## src/rtl/ddc_pkg.sv

```systemverilog
package ddc_pkg;

    typedef enum logic [2:0] {
        ST_IDLE,
        ST_ADDR,
        ST_ADDR_ACK,
        ST_WR_DATA,
        ST_WR_ACK,
        ST_RD_DATA,
        ST_RD_ACK
    } link_state_t;

    typedef enum logic {
        TGT_ID = 1'b0,
        TGT_SC = 1'b1
    } target_t;

    typedef struct packed {
        logic start;
        logic stop;
        logic scl_rise;
        logic scl_fall;
        logic sda;
    } bus_ev_t;

    function automatic logic dev_hit(input logic [7:0] addr_byte, input logic [6:0] dev);
        return addr_byte[7:1] == dev;
    endfunction

endpackage

```

## src/rtl/ddc_line_filter.sv

```systemverilog
module ddc_line_filter #(
    parameter int FILT_LEN = 4
) (
    input  logic clk,
    input  logic rst,
    input  logic raw,
    output logic clean
);
    localparam int CW = $clog2(FILT_LEN + 1);

    logic [1:0]    sync_q;
    logic [CW-1:0] run_cnt;

    always_ff @(posedge clk) begin
        if (rst) begin
            sync_q  <= 2'b11;
            clean   <= 1'b1;
            run_cnt <= '0;
        end else begin
            sync_q <= {sync_q[0], raw};
            if (sync_q[1] == clean) begin
                run_cnt <= '0;
            end else if (run_cnt == CW'(FILT_LEN - 1)) begin
                clean   <= sync_q[1];
                run_cnt <= '0;
            end else begin
                run_cnt <= run_cnt + 1'b1;
            end
        end
    end

    // the filtered line only moves toward a differing synchronized input
    a_r8_filter_follows: assert property (@(posedge clk) disable iff (rst)
        !$stable(clean) |-> ($past(sync_q[1]) != $past(clean)));

endmodule

```

## src/rtl/ddc_bus_events.sv

```systemverilog
module ddc_bus_events
    import ddc_pkg::*;
(
    input  logic    clk,
    input  logic    rst,
    input  logic    scl_c,
    input  logic    sda_c,
    input  logic    hpd_i,
    output bus_ev_t ev,
    output logic    armed
);
    logic scl_q, sda_q;
    logic [1:0] hpd_s;
    logic hpd_q;

    always_ff @(posedge clk) begin
        if (rst) begin
            scl_q <= 1'b1;
            sda_q <= 1'b1;
            hpd_s <= 2'b00;
            hpd_q <= 1'b0;
            armed <= 1'b0;
        end else begin
            scl_q <= scl_c;
            sda_q <= sda_c;
            hpd_s <= {hpd_s[0], hpd_i};
            hpd_q <= hpd_s[1];
            if (!hpd_s[1])
                armed <= 1'b0;
            else if (!hpd_q)
                armed <= 1'b1;
        end
    end

    always_comb begin
        ev.start    = scl_c & scl_q & sda_q & ~sda_c;
        ev.stop     = scl_c & scl_q & ~sda_q & sda_c;
        ev.scl_rise = scl_c & ~scl_q;
        ev.scl_fall = ~scl_c & scl_q;
        ev.sda      = sda_c;
    end

endmodule

```

## src/rtl/ddc_link_fsm.sv

```systemverilog
module ddc_link_fsm
    import ddc_pkg::*;
#(
    parameter logic [6:0] DEV_ID = 7'h50,
    parameter logic [6:0] DEV_SC = 7'h54,
    parameter int         OFS_W  = 8
) (
    input  logic             clk,
    input  logic             rst,
    input  bus_ev_t          ev,
    input  logic             armed,
    input  logic [7:0]       rd_byte,
    output logic             sda_oe,
    output logic [OFS_W-1:0] offset,
    output target_t          tgt,
    output logic             rd_take,
    output logic             wr_strobe,
    output logic [7:0]       wr_data
);
    link_state_t st;
    logic [3:0]  bitcnt;
    logic [7:0]  shreg;
    logic        dir_rd;
    logic        first_data;
    logic        got_ack;
    logic        hit_id, hit_sc;

    assign hit_id = dev_hit(shreg, DEV_ID);
    assign hit_sc = dev_hit(shreg, DEV_SC);

    always_comb begin
        rd_take = 1'b0;
        if (!ev.start && !ev.stop && ev.scl_fall) begin
            if (st == ST_ADDR_ACK && dir_rd)
                rd_take = 1'b1;
            else if (st == ST_RD_ACK && got_ack)
                rd_take = 1'b1;
        end
    end

    always_ff @(posedge clk) begin
        if (rst) begin
            st         <= ST_IDLE;
            bitcnt     <= '0;
            shreg      <= '0;
            dir_rd     <= 1'b0;
            first_data <= 1'b0;
            got_ack    <= 1'b0;
            sda_oe     <= 1'b0;
            offset     <= '0;
            tgt        <= TGT_ID;
            wr_strobe  <= 1'b0;
            wr_data    <= '0;
        end else begin
            wr_strobe <= 1'b0;
            if (ev.start) begin
                st     <= ST_ADDR;
                bitcnt <= '0;
                sda_oe <= 1'b0;
            end else if (ev.stop) begin
                st     <= ST_IDLE;
                sda_oe <= 1'b0;
            end else begin
                case (st)
                    ST_ADDR: begin
                        if (ev.scl_rise) begin
                            shreg  <= {shreg[6:0], ev.sda};
                            bitcnt <= bitcnt + 1'b1;
                        end else if (ev.scl_fall && bitcnt == 4'd8) begin
                            if (armed && (hit_id || hit_sc)) begin
                                tgt    <= hit_sc ? TGT_SC : TGT_ID;
                                dir_rd <= shreg[0];
                                sda_oe <= 1'b1;
                                st     <= ST_ADDR_ACK;
                            end else begin
                                st <= ST_IDLE;
                            end
                        end
                    end
                    ST_ADDR_ACK: begin
                        if (rd_take) begin
                            shreg  <= rd_byte;
                            sda_oe <= ~rd_byte[7];
                            bitcnt <= 4'd1;
                            st     <= ST_RD_DATA;
                        end else if (ev.scl_fall) begin
                            sda_oe     <= 1'b0;
                            bitcnt     <= '0;
                            first_data <= 1'b1;
                            st         <= ST_WR_DATA;
                        end
                    end
                    ST_WR_DATA: begin
                        if (ev.scl_rise) begin
                            shreg  <= {shreg[6:0], ev.sda};
                            bitcnt <= bitcnt + 1'b1;
                        end else if (ev.scl_fall && bitcnt == 4'd8) begin
                            sda_oe <= 1'b1;
                            st     <= ST_WR_ACK;
                            if (first_data) begin
                                offset <= shreg[OFS_W-1:0];
                            end else if (tgt == TGT_SC) begin
                                wr_strobe <= 1'b1;
                                wr_data   <= shreg;
                            end
                        end
                    end
                    ST_WR_ACK: begin
                        if (ev.scl_fall) begin
                            sda_oe     <= 1'b0;
                            bitcnt     <= '0;
                            st         <= ST_WR_DATA;
                            first_data <= 1'b0;
                            if (!first_data)
                                offset <= offset + 1'b1;
                        end
                    end
                    ST_RD_DATA: begin
                        if (ev.scl_fall) begin
                            if (bitcnt == 4'd8) begin
                                sda_oe <= 1'b0;
                                st     <= ST_RD_ACK;
                            end else begin
                                shreg  <= {shreg[6:0], 1'b0};
                                sda_oe <= ~shreg[6];
                                bitcnt <= bitcnt + 1'b1;
                            end
                        end
                    end
                    ST_RD_ACK: begin
                        if (ev.scl_rise) begin
                            got_ack <= ~ev.sda;
                            offset  <= offset + 1'b1;
                        end else if (rd_take) begin
                            shreg  <= rd_byte;
                            sda_oe <= ~rd_byte[7];
                            bitcnt <= 4'd1;
                            st     <= ST_RD_DATA;
                        end else if (ev.scl_fall) begin
                            st <= ST_IDLE;
                        end
                    end
                    default: ;
                endcase
            end
        end
    end

    // an idle link never holds SDA
    a_r3_idle_released: assert property (@(posedge clk) disable iff (rst)
        (st == ST_IDLE) |-> !sda_oe);

    // an address ACK phase starts only while the hot-plug flag is armed
    a_r4_ack_needs_hpd: assert property (@(posedge clk) disable iff (rst)
        $rose(st == ST_ADDR_ACK) |-> $past(armed));

    // writes are never issued toward the identification store
    a_r10_no_id_write: assert property (@(posedge clk) disable iff (rst)
        wr_strobe |-> (tgt == TGT_SC));

endmodule

```

## src/rtl/ddc_i2c_slave.sv

```systemverilog
module ddc_i2c_slave
    import ddc_pkg::*;
#(
    parameter logic [6:0] DEV_ID   = 7'h50,
    parameter logic [6:0] DEV_SC   = 7'h54,
    parameter int         OFS_W    = 8,
    parameter int         FILT_LEN = 4
) (
    input  logic             clk,
    input  logic             rst,
    input  logic             scl_i,
    input  logic             sda_i,
    output logic             sda_oe,
    input  logic             hpd_i,
    output logic [OFS_W-1:0] rom_addr,
    input  logic [7:0]       rom_rdata,
    output logic [OFS_W-1:0] reg_addr,
    output logic [7:0]       reg_wdata,
    output logic             reg_we,
    output logic             reg_rd,
    input  logic [7:0]       reg_rdata
);
    localparam int NLINES = 2;

    logic [NLINES-1:0] raw_lines, clean_lines;
    bus_ev_t           ev;
    logic              armed;
    logic [7:0]        rd_byte;
    logic [OFS_W-1:0]  offset;
    target_t           tgt;
    logic              rd_take;

    assign raw_lines = {sda_i, scl_i};

    for (genvar g = 0; g < NLINES; g++) begin : g_line
        ddc_line_filter #(.FILT_LEN(FILT_LEN)) u_filt (
            .clk  (clk),
            .rst  (rst),
            .raw  (raw_lines[g]),
            .clean(clean_lines[g])
        );
    end

    ddc_bus_events u_events (
        .clk  (clk),
        .rst  (rst),
        .scl_c(clean_lines[0]),
        .sda_c(clean_lines[1]),
        .hpd_i(hpd_i),
        .ev   (ev),
        .armed(armed)
    );

    assign rd_byte = (tgt == TGT_SC) ? reg_rdata : rom_rdata;

    ddc_link_fsm #(
        .DEV_ID(DEV_ID),
        .DEV_SC(DEV_SC),
        .OFS_W (OFS_W)
    ) u_fsm (
        .clk      (clk),
        .rst      (rst),
        .ev       (ev),
        .armed    (armed),
        .rd_byte  (rd_byte),
        .sda_oe   (sda_oe),
        .offset   (offset),
        .tgt      (tgt),
        .rd_take  (rd_take),
        .wr_strobe(reg_we),
        .wr_data  (reg_wdata)
    );

    assign rom_addr = offset;
    assign reg_addr = offset;
    assign reg_rd   = rd_take && (tgt == TGT_SC);

    // register write strobe lasts one cycle
    a_r5_we_pulse: assert property (@(posedge clk) disable iff (rst)
        reg_we |=> !reg_we);

    // register read strobe lasts one cycle
    a_r6_rd_pulse: assert property (@(posedge clk) disable iff (rst)
        reg_rd |=> !reg_rd);

endmodule

```

## config.mk

```make
export PLATFORM = sky130hd
export DESIGN_NAME = ddc_i2c_slave
export DESIGN_NICKNAME = d
export VERILOG_FILES = /design/src/rtl/ddc_pkg.sv /design/src/rtl/ddc_line_filter.sv /design/src/rtl/ddc_bus_events.sv /design/src/rtl/ddc_link_fsm.sv /design/src/rtl/ddc_i2c_slave.sv
export SDC_FILE = /design/constraint.sdc
export NUM_CORES = 1
export LEC_CHECK = 0
export BUFFER_PORTS_ARGS = -buffer_cell sky130_fd_sc_hd__buf_4
export CAP_MARGIN = 20
export CORE_UTILIZATION = 57
export DETAILED_ROUTE_END_ITERATION = 16
export PLACE_DENSITY = 0.86
export REMOVE_ABC_BUFFERS = 1
export SYNTH_ARGS = -nofsm -noshare
export SYNTH_HDL_FRONTEND = slang
export SYNTH_SLANG_ARGS = --single-unit
```

## constraint.sdc

```tcl
create_clock -name clk -period 2.4 [get_ports clk]
set_input_delay 0.72 -clock clk [delete_from_list [all_inputs] [get_ports clk]]
set_output_delay 0.72 -clock clk [all_outputs]
set_load 0.005 [all_outputs]
```

==> summary.txt <==
share of cells above drive strength 1 - 0.249
hold buffer count at CTS - 0
Synth Cell Area - 3030 µm²
post-CTS setup buffers - 0
crit path capture type - output pin
chip width - 74.9 µm
Netlist cell types - 65
Die Span Y - 74.9 µm
fin crit share - 0.957
Leak - 0.00135 µW
num rows - 26
die area - 5620 µm²
Compound-Gate Fraction of Synth Area - 0.165
total track usage - 0.251
RSZ-0062 raised after global routing - no
most frequent cells in the layout - buf_4 (58), dfxtp_1 (54), nor2_1 (40), mux2i_1 (31), nand2_1 (27)
initial DRC count - 218
Total Power - 2490 µW
CP Data Required Time - 1.68 ns
CP Class - flip-flop to output pin
slowest stage cell, crit path - dfxtp_1
cells after synthesis - 339
Final Hold Fails - 0
CTS Buffer Depth - 2
CTS root buffer - clkbuf_8
Final setup viols - 0
slew margin rel. - 0.649
crit path launch type - flip-flop
Cell Chain, Critical Path - mux2_2, nand2_1, nor3_1, buf_4
Layout Nets - 405
Worst Path Arrival - 1.58 ns
Overflow after GRT - 0
final wirelength - 6580 µm
clock network latency to the later pin of the worst-skew pair - 0.31 ns
mux contribution to synthesized area - 0.106
antenna violations before repair - 0
largest net degree at the start of global routing - 24
post-synthesis async set-or-reset flop share - 0
Yosys warning count - 0
Worst-Margin Slew - 0.525 ns
CP Max Fanout - 11
CTS tree - done
top_reg_cell synth - dfxtp_1
Post-Synth Simple-Gate Area - 0.245
main combinational cell family by area after synthesis - simple AND/OR/NAND/NOR gates
Starting Density - 0.594
Synth Area in Adders - 0.0289
Clk pin slew, worst setup/hold paths - 0.11 ns
diode count - 0
routability cong. - 0.938
TritonCTS Sinks - 55
PwrDens - 714 nW/µm²
status - finished, final reports clean
maximum vdd drop - 0.441 mV
Max Cap Viol - 0
area growth from synthesis to layout - 14.9%
vias - 2572
Residual DRC - 0
Routed Antenna Nets - 0
Seq/Total Area, Yosys - 0.363
Max Freq - 435 MHz
# IOs - 48
drt wl/cell - 14.7 µm
smallest hold slack - 0.419 ns
Core Area - 5110 µm²
Setup TNS - 0 ns
final slew viol count - 0
post-DP HPWL - 4830 µm
Synth Register Bits - 55
Worst path top cell family by delay - flip-flops
TritonRoute pass-1 iters - 4
minimum clock period after layout - 2.30 ns
vias per cell - 5.74
vias in the first global route - 2334
Port-buffer cells - 47
most common cell after layout, fill and taps aside - buf_4
first-pass GRT wire length - 10600 µm
post-layout util - 0.682
EDFF count, synth - 0
Num CTS Buffers - 5
CTS H-tree lvls - 2
slowest stage delay, CP - 0.56 ns
hold crit path type - flip-flop to flip-flop
CP Buf/Inv Count - 1
Post-Synth XOR/XNOR Area - 0.0116
clock skew - 0.00837 ns
syn avg cell area - 8.95 µm²
power breakdown:
group / leakage [µW] / total, µW / internal [µW] / switching [µW]
logic: 0.000840 / 745 / 337 / 407
clock network: 0.0000607 / 649 / 322 / 327
registers: 0.000445 / 1090 / 978 / 115
total: 0.00135 / 2490 / 1640 / 850
stage by stage:
| step | cell area (µm²) | instances | setup WS [ns] |
|---|---|---|---|
| final | 3480 | 448 | 0.102 |
| after global routing | 3480 | 448 | 0.0305 |
| after CTS | 3480 | 448 | 0.0855 |
| after detailed placement | 3360 | 440 | 0.310 |
| after global placement | 3360 | 440 | 0.352 |
| after floorplan | 2840 | 312 | 0.189 |
final timing paths:
path                                           end                             startpoint  depth (start not counted)  slack [ns]
max                                         reg_rd               u_fsm.st[2]$_SDFFE_PP0P_                          4        0.10
min          g_line[0].u_filt.sync_q[1]$_SDFF_PP1_  g_line[0].u_filt.sync_q[0]$_SDFF_PP1_                          1        0.42
min reg2reg  g_line[0].u_filt.sync_q[1]$_SDFF_PP1_  g_line[0].u_filt.sync_q[0]$_SDFF_PP1_                          1        0.42
max reg2reg           u_fsm.offset[6]$_SDFFE_PP0P_               u_fsm.st[2]$_SDFFE_PP0P_                          6        0.29
flip-flops by register name, summed over array words and instances (netlist names), 2 cells and up:
register and count:
g_line.u_filt.sync_q 4, g_line.u_filt.run_cnt 6, u_fsm.st 3, u_events.hpd_s 2, u_fsm.wr_data 8, u_fsm.bitcnt 4
u_fsm.shreg 8, g_line.u_filt.clean 2, u_fsm.offset 8
per-layer routing:
metal	vias up	GRT usage	wire length [µm]	part of all wire
met4	0	0.122	174	0.026
li1	1265	-	-	-
met1	1209	0.318	2980	0.45
met5	-	0	0	0
met3	18	0.0388	308	0.047
met2	80	0.417	3120	0.47
cell usage after synthesis, types with 2 or more instances:
cell      number  area [µm²]
inv_1         13        48.8
nand4_1        3        18.8
dfxtp_1       55        1100
nand2b_1       5        31.3
nor4_4         2        42.5
clkbuf_1       5        18.8
o21ai_0       21         105
nor2b_1        8        50.1
nand3b_1       3        22.5
buf_4         12        90.1
xnor2_1        2        17.5
nor2_1        40         150
or3_1          2        12.5
mux2i_1       31         310
o211ai_1       3        22.5
buf_6          6        67.6
nand2_1       27         101
a31oi_1        2        12.5
a211oi_1       3        22.5
buf_2          4        20.0
a21oi_1       19        95.1
or2_2          6        37.5
a31o_2         3        26.3
o21a_1         2        15.0
ha_1           7        87.6
xor2_1         2        17.5
nand3_1        5        25.0
nor4_1         4        25.0
nor3_1         7        35.0
o211a_1        2        20.0
cells by family after synthesis:
group           Yosys count
mux                      32
buf+inv                  40
simple gates            129
compound gates           72
fa+ha+maj                 7
flops                    55
xor+xnor                  4
layout make-up:
class,instances,area (µm²)
inverter,13,48.8
clock buffer,5,68.8
timing repair buffer,58,435
tap,70,87.6
fill,415,1620
multi-input combinational,244,1690
clock inverter,3,50.0
sequential,55,1100
worst reg2reg max path, cell delays in order, from the launching register on:
cell	delay, ns
dfxtp_1	0.56
buf_4	0.27
nand2b_1	0.10
nor4_2	0.21
o211a_1	0.41
o21ai_0	0.18
a31o_2	0.28
what timing repair did:
item	CTS	global route
cloned	0	0
endpoints found under the hold margin	0	0
endpoints found under the setup margin	1	1
resized for setup	1	1
(Power assumes the default switching activity.)
